`src/rtl/tcmp_pkg.sv`:
```
package tcmp_pkg;
  localparam int STAT_OFS  = 'h604;
  localparam int CH_BASE   = 'h608;
  localparam int CH_STRIDE = 8;
  localparam int CMP_OFS   = 4;

  localparam int CTL_DMA  = 0;
  localparam int CTL_MODE = 2;
  localparam int CTL_IE   = 6;
  localparam int CTL_FLAG = 7;

  localparam logic [3:0] MODE_OFF    = 4'h0;
  localparam logic [3:0] MODE_TOGGLE = 4'h5;
  localparam logic [3:0] MODE_PULSE  = 4'hF;
endpackage

```
`src/rtl/tcmp_rstsync.sv`:
```
module tcmp_rstsync #(
  parameter int STAGES = 2
) (
  input  logic clk,
  input  logic rst_n,
  output logic rst_sync_n
);
  logic [STAGES-1:0] sync_q;

  always_ff @(posedge clk or negedge rst_n) begin
    if (!rst_n) sync_q <= '0;
    else        sync_q <= {sync_q[STAGES-2:0], 1'b1};
  end

  assign rst_sync_n = sync_q[STAGES-1];
endmodule

```
`src/rtl/tcmp_regdec.sv`:
```
module tcmp_regdec
  import tcmp_pkg::*;
#(
  parameter int NUM_CH = 4,
  parameter int ADDR_W = 12
) (
  input  logic [ADDR_W-1:0] addr,
  output logic              stat_hit,
  output logic [NUM_CH-1:0] ctrl_hit,
  output logic [NUM_CH-1:0] cmp_hit
);
  assign stat_hit = (addr == ADDR_W'(STAT_OFS));

  for (genvar n = 0; n < NUM_CH; n++) begin : g_dec
    localparam int CTRL_ADDR = CH_BASE + n * CH_STRIDE;
    assign ctrl_hit[n] = (addr == ADDR_W'(CTRL_ADDR));
    assign cmp_hit[n]  = (addr == ADDR_W'(CTRL_ADDR + CMP_OFS));
  end
endmodule

```
`src/rtl/tcmp_chan.sv`:
```
module tcmp_chan
  import tcmp_pkg::*;
#(
  parameter int DATA_W = 32,
  parameter int CNT_W  = 31
) (
  input  logic              clk,
  input  logic              rst_n,
  input  logic [CNT_W-1:0]  cnt_i,
  input  logic              ctrl_we,
  input  logic              cmp_we,
  input  logic [DATA_W-1:0] wdata,
  output logic [7:0]        ctrl_rd,
  output logic [DATA_W-1:0] cmp_rd,
  output logic              flag_o,
  output logic              pin_o,
  output logic              irq_o,
  output logic              dma_o
);
  logic              dma_q, dma_n;
  logic [3:0]        mode_q, mode_n;
  logic              ie_q, ie_n;
  logic              flag_q, flag_n;
  logic [DATA_W-1:0] act_q, act_n;
  logic [DATA_W-1:0] que_q, que_n;
  logic              pend_q, pend_n;
  logic              armed_q, armed_n;
  logic              eq_q, eq_n;
  logic              pin_q, pin_n;
  logic              eq, fire;

  always_comb begin
    eq      = armed_q && (mode_q != MODE_OFF) && (DATA_W'(cnt_i) == act_q);
    fire    = eq && !eq_q;
    eq_n    = eq;
    dma_n   = dma_q;
    mode_n  = mode_q;
    ie_n    = ie_q;
    act_n   = act_q;
    que_n   = que_q;
    pend_n  = pend_q;
    armed_n = armed_q;

    if (fire && pend_q) begin
      act_n  = que_q;
      pend_n = 1'b0;
    end

    if (ctrl_we) begin
      dma_n  = wdata[CTL_DMA];
      mode_n = wdata[CTL_MODE +: 4];
      ie_n   = wdata[CTL_IE];
      if (wdata[CTL_MODE +: 4] == MODE_OFF) begin
        armed_n = 1'b0;
        pend_n  = 1'b0;
      end
    end

    if (cmp_we) begin
      if (mode_q == MODE_OFF) begin
        act_n   = wdata;
        armed_n = 1'b1;
        pend_n  = 1'b0;
      end else if (armed_q) begin
        que_n  = wdata;
        pend_n = 1'b1;
      end
    end

    if (fire)                          flag_n = 1'b1;
    else if (ctrl_we && wdata[CTL_FLAG]) flag_n = 1'b0;
    else                               flag_n = flag_q;

    case (mode_q)
      MODE_TOGGLE: pin_n = fire ? !pin_q : pin_q;
      MODE_PULSE:  pin_n = fire;
      default:     pin_n = pin_q;
    endcase
  end

  always_ff @(posedge clk or negedge rst_n) begin
    if (!rst_n) begin
      dma_q   <= 1'b0;
      mode_q  <= MODE_OFF;
      ie_q    <= 1'b0;
      flag_q  <= 1'b0;
      act_q   <= '0;
      que_q   <= '0;
      pend_q  <= 1'b0;
      armed_q <= 1'b0;
      eq_q    <= 1'b0;
      pin_q   <= 1'b0;
    end else begin
      if (ctrl_we) begin
        dma_q  <= dma_n;
        mode_q <= mode_n;
        ie_q   <= ie_n;
      end
      if (cmp_we || fire) begin
        act_q <= act_n;
        que_q <= que_n;
      end
      pend_q  <= pend_n;
      armed_q <= armed_n;
      flag_q  <= flag_n;
      eq_q    <= eq_n;
      pin_q   <= pin_n;
    end
  end

  assign ctrl_rd = {flag_q, ie_q, mode_q, 1'b0, dma_q};
  assign cmp_rd  = act_q;
  assign flag_o  = flag_q;
  assign pin_o   = pin_q;
  assign irq_o   = flag_q && ie_q;
  assign dma_o   = flag_q && dma_q;
endmodule

```
`src/rtl/tcmp_unit.sv`:
```
module tcmp_unit #(
  parameter int NUM_CH = 4,
  parameter int CNT_W  = 31,
  parameter int DATA_W = 32,
  parameter int ADDR_W = 12
) (
  input  logic              clk,
  input  logic              rst_n,
  input  logic [CNT_W-1:0]  cnt_i,
  input  logic              reg_we,
  input  logic [ADDR_W-1:0] reg_addr,
  input  logic [DATA_W-1:0] reg_wdata,
  output logic [DATA_W-1:0] reg_rdata,
  output logic [NUM_CH-1:0] cmp_pin_o,
  output logic              irq_o,
  output logic [NUM_CH-1:0] dma_req_o
);
  logic                         rst_sync_n;
  logic                         stat_hit;
  logic [NUM_CH-1:0]            ctrl_hit, cmp_hit;
  logic [NUM_CH-1:0][7:0]       ctrl_rd;
  logic [NUM_CH-1:0][DATA_W-1:0] cmp_rd;
  logic [NUM_CH-1:0]            flag_vec, irq_vec;

  tcmp_rstsync #(.STAGES(2)) i_rstsync (
    .clk(clk), .rst_n(rst_n), .rst_sync_n(rst_sync_n)
  );

  tcmp_regdec #(.NUM_CH(NUM_CH), .ADDR_W(ADDR_W)) i_regdec (
    .addr(reg_addr), .stat_hit(stat_hit), .ctrl_hit(ctrl_hit), .cmp_hit(cmp_hit)
  );

  for (genvar n = 0; n < NUM_CH; n++) begin : g_ch
    tcmp_chan #(.DATA_W(DATA_W), .CNT_W(CNT_W)) i_chan (
      .clk(clk),
      .rst_n(rst_sync_n),
      .cnt_i(cnt_i),
      .ctrl_we(reg_we && ctrl_hit[n]),
      .cmp_we(reg_we && cmp_hit[n]),
      .wdata(reg_wdata),
      .ctrl_rd(ctrl_rd[n]),
      .cmp_rd(cmp_rd[n]),
      .flag_o(flag_vec[n]),
      .pin_o(cmp_pin_o[n]),
      .irq_o(irq_vec[n]),
      .dma_o(dma_req_o[n])
    );
  end

  always_comb begin
    reg_rdata = '0;
    if (stat_hit) reg_rdata = DATA_W'(flag_vec);
    for (int n = 0; n < NUM_CH; n++) begin
      if (ctrl_hit[n]) reg_rdata = DATA_W'(ctrl_rd[n]);
      if (cmp_hit[n])  reg_rdata = cmp_rd[n];
    end
  end

  assign irq_o = |irq_vec;
endmodule

```
`config.mk`:
```
export PLATFORM = sky130hd
export DESIGN_NAME = tcmp_unit
export DESIGN_NICKNAME = d
export VERILOG_FILES = /design/src/rtl/tcmp_pkg.sv /design/src/rtl/tcmp_rstsync.sv /design/src/rtl/tcmp_regdec.sv /design/src/rtl/tcmp_chan.sv /design/src/rtl/tcmp_unit.sv
export SDC_FILE = /design/constraint.sdc
export NUM_CORES = 1
export LEC_CHECK = 0
export ABC_AREA = 1
export BUFFER_PORTS_ARGS = -buffer_cell sky130_fd_sc_hd__buf_2
export CAP_MARGIN = 20
export CELL_PAD_IN_SITES_DETAIL_PLACEMENT = 1
export CELL_PAD_IN_SITES_GLOBAL_PLACEMENT = 1
export CORE_ASPECT_RATIO = 0.8
export CORE_MARGIN = 10
export CORE_UTILIZATION = 30
export DETAILED_ROUTE_END_ITERATION = 8
export PLACE_DENSITY_LB_ADDON = 0.1
export SLEW_MARGIN = 10
export SYNTH_ARGS = -nofsm -noshare
export SYNTH_HDL_FRONTEND = slang
export SYNTH_SLANG_ARGS = --single-unit
```
`constraint.sdc`:
```
create_clock -name clk -period 12.26 [get_ports clk]
set_clock_uncertainty 0.15 [all_clocks]
set_input_delay 1.839 -clock clk [delete_from_list [all_inputs] [get_ports clk]]
set_output_delay 1.839 -clock clk [all_outputs]
set_load 0.03 [all_outputs]
```
---- Yosys cells after proc, flatten, opt, wreduce, memory -nomap -nowiden ----
Cells that the tools add are included.
cells by class
  shift-type cells ........................ 0
  order comparisons ....................... 0
  $add $sub $neg .......................... 0
  mux-type cells .......................... 77
  divide/modulo/power cells ............... 0
  multiply operators ...................... 0
  reduce and logical (&&, ||, !) cells .... 74
  bitwise logic cells ..................... 4
  eq/ne operators ......................... 25
operators by type and width
  operator                number
  $mux W32                20
  $eq A31 B32 Y1          4
  $eq A12 B11 Y1 const B  9
  $mux W1                 52
  $logic_and A1 B1 Y1     36
  $logic_not A4 Y1        5
  $eq A4 B3 Y1 const B    4
  $eq A4 B4 Y1 const B    4
  $reduce_and A4 Y1       4
  $reduce_bool A2 Y1      8
  $reduce_bool A4 Y1      4
  $logic_not A1 Y1        8
  $ne A2 B1 Y1 const B    4
  $pmux W1 S2             4
  $reduce_and A2 Y1       4
  $logic_or A1 B1 Y1      4
  $mux W4                 1
  $not A1 Y1              4
  $reduce_or A4 Y1        1
storage, ports and cells
  word-level logic and storage cells ...... 221
  register bits after elaboration ......... 302
  ROM bits ................................ 0
  output and inout bits ................... 41
  memories kept ........................... 0
  RAM bits ................................ 0
  bits in latches ......................... 0

---- Logic depth before layout (Yosys ltp) ----
  word-level depth ........................ 11
  gate-level depth with buffers ........... 17

---- Modules after synthesis ----
Synthesis repeated with hierarchy kept, for this count alone.
second synthesis, totals
  cells, all modules ...................... 2,970
  area total of the unflattened synthesis .. 20,333.3 µm²
modules (own cells, without submodules)
  module        instances  area an instance (µm²)  cells an instance  seq. area each (µm²)
  tcmp_chan     4          4,593.2                 638                1,876.8
  tcmp_unit     1          1,719.1                 373                0.0
  tcmp_regdec   1          187.7                   42                 0.0
  tcmp_rstsync  1          53.8                    3                  50.0

---- Worst setup path before layout ----
OpenSTA, ideal clock, no wires.
  path kind ............................... input-to-output
  from .................................... in reg_addr[1]
  to ...................................... out reg_rdata[11]
  data required time ...................... 10.271 ns
  data arrival time ....................... 3.404 ns
  cell stages on the path ................. 6
  setup slack ............................. 6.867 ns
  path buffers ............................ 1
  cells stage by stage .................... nor2_2 nand2_2 nor3_4 nand2_2 clkbuf_1 o21ai_0
on the way
  cells in the longest elaborated chain, start to end .. 8
  elaborated cells on any way between the ends .. 14
  those cells by class .................... 7 x eq/ne; 7 x mux
RTL lines
  element          line               text
  start, declared  tcmp_unit.sv:11    input logic [ADDR_W-1:0] reg_addr,
  $eq A12 B11 Y1   tcmp_regdec.sv:17  assign cmp_hit[n] = (addr == ADDR_W'(CTRL_ADDR + CMP_OFS));
  $mux W32         tcmp_unit.sv:55    if (cmp_hit[n]) reg_rdata = cmp_rd[n];
  $mux W32         tcmp_unit.sv:54    if (ctrl_hit[n]) reg_rdata = DATA_W'(ctrl_rd[n]);
  $mux W32         tcmp_unit.sv:55
  $mux W32         tcmp_unit.sv:54
  $mux W32         tcmp_unit.sv:55
  $mux W32         tcmp_unit.sv:54
  $mux W32 (*)     tcmp_unit.sv:55
  end, declared    tcmp_unit.sv:13    output logic [DATA_W-1:0] reg_rdata,
Mark *: on every way between the ends. The rest lies on a longest branch, timed or not.

---- Worst setup path in the final report ----
  from .................................... in reg_addr[2]
  to ...................................... out reg_rdata[16]
The elaborated chain is that of the path after synthesis.

==> run_results.csv <==
group,metric,value,unit
sta,fmax,151,MHz
floorplan,die_y,241,um
drt,drc,0,
setup_path,critPathCapture,"reg_rdata[16]",
worst_hold_path,hold_path.class,"reg -> reg",
sta,finalHoldViolCount,0,
drt,vias_per_cell,5.37,
placement,post-place-ws,5.68,ns
setup_path,r2r_slack,8.60,ns
synth,mappedNetlistArea,18300,um2
clock_tree,clock_sinks,302,
placement,port_buffers,118,
cells_and_area,synthToLayoutAreaGrowth,12.8,%
run_status,status,"complete, no violations",
setup_path,critical_path_class,"in -> out",
global_route,grt_use_total,28.5,%
clock_tree,cts-root-buf,"clkbuf_16",
setup_path,critPathLaunch,"reg_addr[2]",
floorplan,dieArea,71400,um2
synth,netlist-cell-type-count,45,
drt,drtIter0Drc,1955,
drt,via_count,19079,
clock_tree,cts_tree,"yes",
sta,setup_slack,5.63,ns
synth,ys_top_cells_by_area,"dfrtp_1, nand2_1, nor2_1",
sta,rsz0062_at_grt,"false",
global_route,grt_pass1_wl,146,mm
setup_path,crit_path_max_fanout,22,
sta,hold_slack,0.200,ns
setup_path,slowest_stage,"nand2_1",
floorplan,ioPinCount,119,
setup_path,crit_path_cell_trace,"buf_2, nand3_1, inv_1, nand2_1, inv_1, a221oi_1, o21ai_0, buf_2",
placement,hpwlAfterDp,76.8,mm
floorplan,rows,80,
clock_tree,cts_inserted_buffers,36,
clock_tree,post_cts_resized,0,
synth,yosys.area.top_type,"dfrtp_1",
clock_tree,cts-hold-fix-buffers,0,
setup_path,slowest_delay,0.81,ns
drt,ant_nets,0,
synth,ys.flop_type,"dfrtp_1",
drt,drt-pass1-iter-count,5,
sta,fin_setup_tns,0,ns
synth,synth-edff-count,0,
setup_path,cp.arrival,4.64,ns
cells_and_area,register_area,7560,um2
cells_and_area,final_nets,2824,
synth,synth-seq-cells,302,
floorplan,fp.coreArea,60100,um2
sta,worst_slew_pin_slew,1.18,ns
global_route,grt_pass1_vias,19044,
global_route,grt_max_degree,69,
drt,wirelength,103,mm
floorplan,die_w,296,um
floorplan,start_util,30.5,%
clock_tree,cts_buffer_depth,3,
setup_path,r2r_end,"g_ch[0].i_chan.cmp_rd[27]$_DFFE_PN0N_",
setup_path,cp.required,10.27,ns
cells_and_area,multi_input_area,8860,um2
synth,synthArstFlopShare,100,%
drt,routedWlPerCell,28.9,um
setup_path,cp-start-kind,"input port",
clock_tree,cts_setup_buffers,0,
synth,syn_nets,2767,
pwr,ir_worst_vdd,0.0720,mV
pwr,p_leak,10.4,nW
synth,synth_top_area_share,41.3,%
synth,ys.warnings.count,0,
clock_tree,clk_pin_slew,0.05,ns
sta,maxSlewViolCount,0,
flow_run,maxCapViolations,0,
sta,fin_crit_sh,54.1,%
synth,synthMostInstantiatedCell,"nand2_1",
synth,yosysSeqAreaShare,41.3,%
setup_path,rr_worst_depth,15,
placement,gp_congestion,0.950,
pwr,p_per_area,107,nW/um2
sta,setup_viol,0,
clock_tree,htree_levels,2,
synth,synth_cells,2689,
pwr,total_power,2.22,mW
global_route,antenna_found_initial,2,
sta,max_slew_margin,21.2,%
setup_path,endpoint_kind,"primary output",
synth,synth_common_cells,"nand2_1, nor2_1, dfrtp_1",
clock_tree,clock_latency,0.54,ns
synth,avgSynthCellArea,6.81,um2
cells_and_area,drive_above_1_share,11.6,%
setup_path,regToRegStartpoint,"g_ch[0].i_chan.cmp_rd[27]$_DFFE_PN0N_",
global_route,grt_overflow,0,
cells_and_area,num-fill-cells,7605,
sta,post-route-min-period,6.63,ns
==> state kept, by name, indices dropped and copies added (netlist names) <==
signal               count
i_rstsync.sync_q         2
g_ch.i_chan.dma_q        4
g_ch.i_chan.armed_q      4
g_ch.i_chan.pend_q       4
g_ch.i_chan.ie_q         4
g_ch.i_chan.eq_q         4
g_ch.i_chan.que_q      128
g_ch.i_chan.pin_o        4
g_ch.i_chan.cmp_rd     128
g_ch.i_chan.flag_o       4
g_ch.i_chan.mode_q      16
==> routing by layer <==
layer	vias to the layer above	GRT usage (%)	share of wire, %
li1	8678	-	-
met1	9629	43.1	49
met2	690	40.5	40
met3	82	7.01	9.8
met4	0	5.08	1.6
met5	-	0	0
==> layout make-up <==
cell class | count | area share, %
Antenna cell | 4 | 0.0485
Clock buffer | 55 | 5.44
Clock inverter | 8 | 0.194
Inverter | 338 | 6.15
Multi-Input combinational cell | 1922 | 42.9
Sequential cell | 302 | 36.6
Tap cell | 779 | 4.72
Timing Repair Buffer | 146 | 3.94
==> logic make-up after synthesis <==
logic type,after synthesis,share of synthesized area (%)
xor gates and xnor gates,30,1.56
DFF,302,41.3
other,1,0.0205
AOI/OAI and AO/OA,363,10.9
and+or+nand+nor,1528,35.8
buffers and inverters,465,10.5
==> critical path, delay by kind of cell <==
family	cells	cell delay, ns
buffers and inverters	4	1.15
and+or+nand+nor	2	1.03
AOI/OAI and AO/OA	2	0.60
==> metrics by stage <==
step	cells	area [um2]	util [%]
final	3554	20700	34.4
after CTS	3549	20600	34.3
after floorplan	2689	18300	-
after global placement	3486	19500	32.4
after global routing	3550	20600	34.4
after detailed placement	3486	19500	32.4
==> cell usage in the layout, fill, tap and decap left out, drive strengths merged, types with 2 or more instances in the layout <==
cell / synthesis / layout
nor4: 4 / 4
inv: 329 / 330
clkinv: 9 / 16
nand4: 133 / 133
diode: 0 / 4
xor2: 11 / 11
nor2: 336 / 336
buf: 61 / 146
o2111ai: 4 / 4
a211oi: 4 / 4
o21ai: 275 / 275
dfrtp: 302 / 302
a221oi: 8 / 8
xnor2: 19 / 19
o211ai: 3 / 3
nor3: 11 / 11
nand3: 136 / 136
a21oi: 47 / 47
a31oi: 2 / 2
nand2: 907 / 907
clkbuf: 66 / 55
o22ai: 15 / 15
==> how the worst min path moves through the flow <==
stage | startpoint | end | slack [ns] | cells past startpoint
3_5_place_dp | i_rstsync.sync_q[0]$_DFF_PN0_ | i_rstsync.sync_q[1]$_DFF_PN0_ | 0.19 | 0
2_1_floorplan | i_rstsync.sync_q[0]$_DFF_PN0_ | i_rstsync.sync_q[1]$_DFF_PN0_ | 0.18 | 0
5_1_grt | i_rstsync.sync_q[0]$_DFF_PN0_ | i_rstsync.sync_q[1]$_DFF_PN0_ | 0.22 | 0
4_1_cts | i_rstsync.sync_q[0]$_DFF_PN0_ | i_rstsync.sync_q[1]$_DFF_PN0_ | 0.20 | 0
6_report | i_rstsync.sync_q[0]$_DFF_PN0_ | i_rstsync.sync_q[1]$_DFF_PN0_ | 0.20 | 0
3_3_place_gp | i_rstsync.sync_q[0]$_DFF_PN0_ | i_rstsync.sync_q[1]$_DFF_PN0_ | 0.19 | 0
==> power breakdown <==
group	switching [mW]	internal [mW]	total, mW	leakage (nW)
clock network	0.446	0.629	1.07	0.587
logic	0.105	0.0300	0.135	5.74
registers	0.00741	0.999	1.01	4.10
total	0.559	1.66	2.22	10.4
Power figures use the tool's default switching activity.
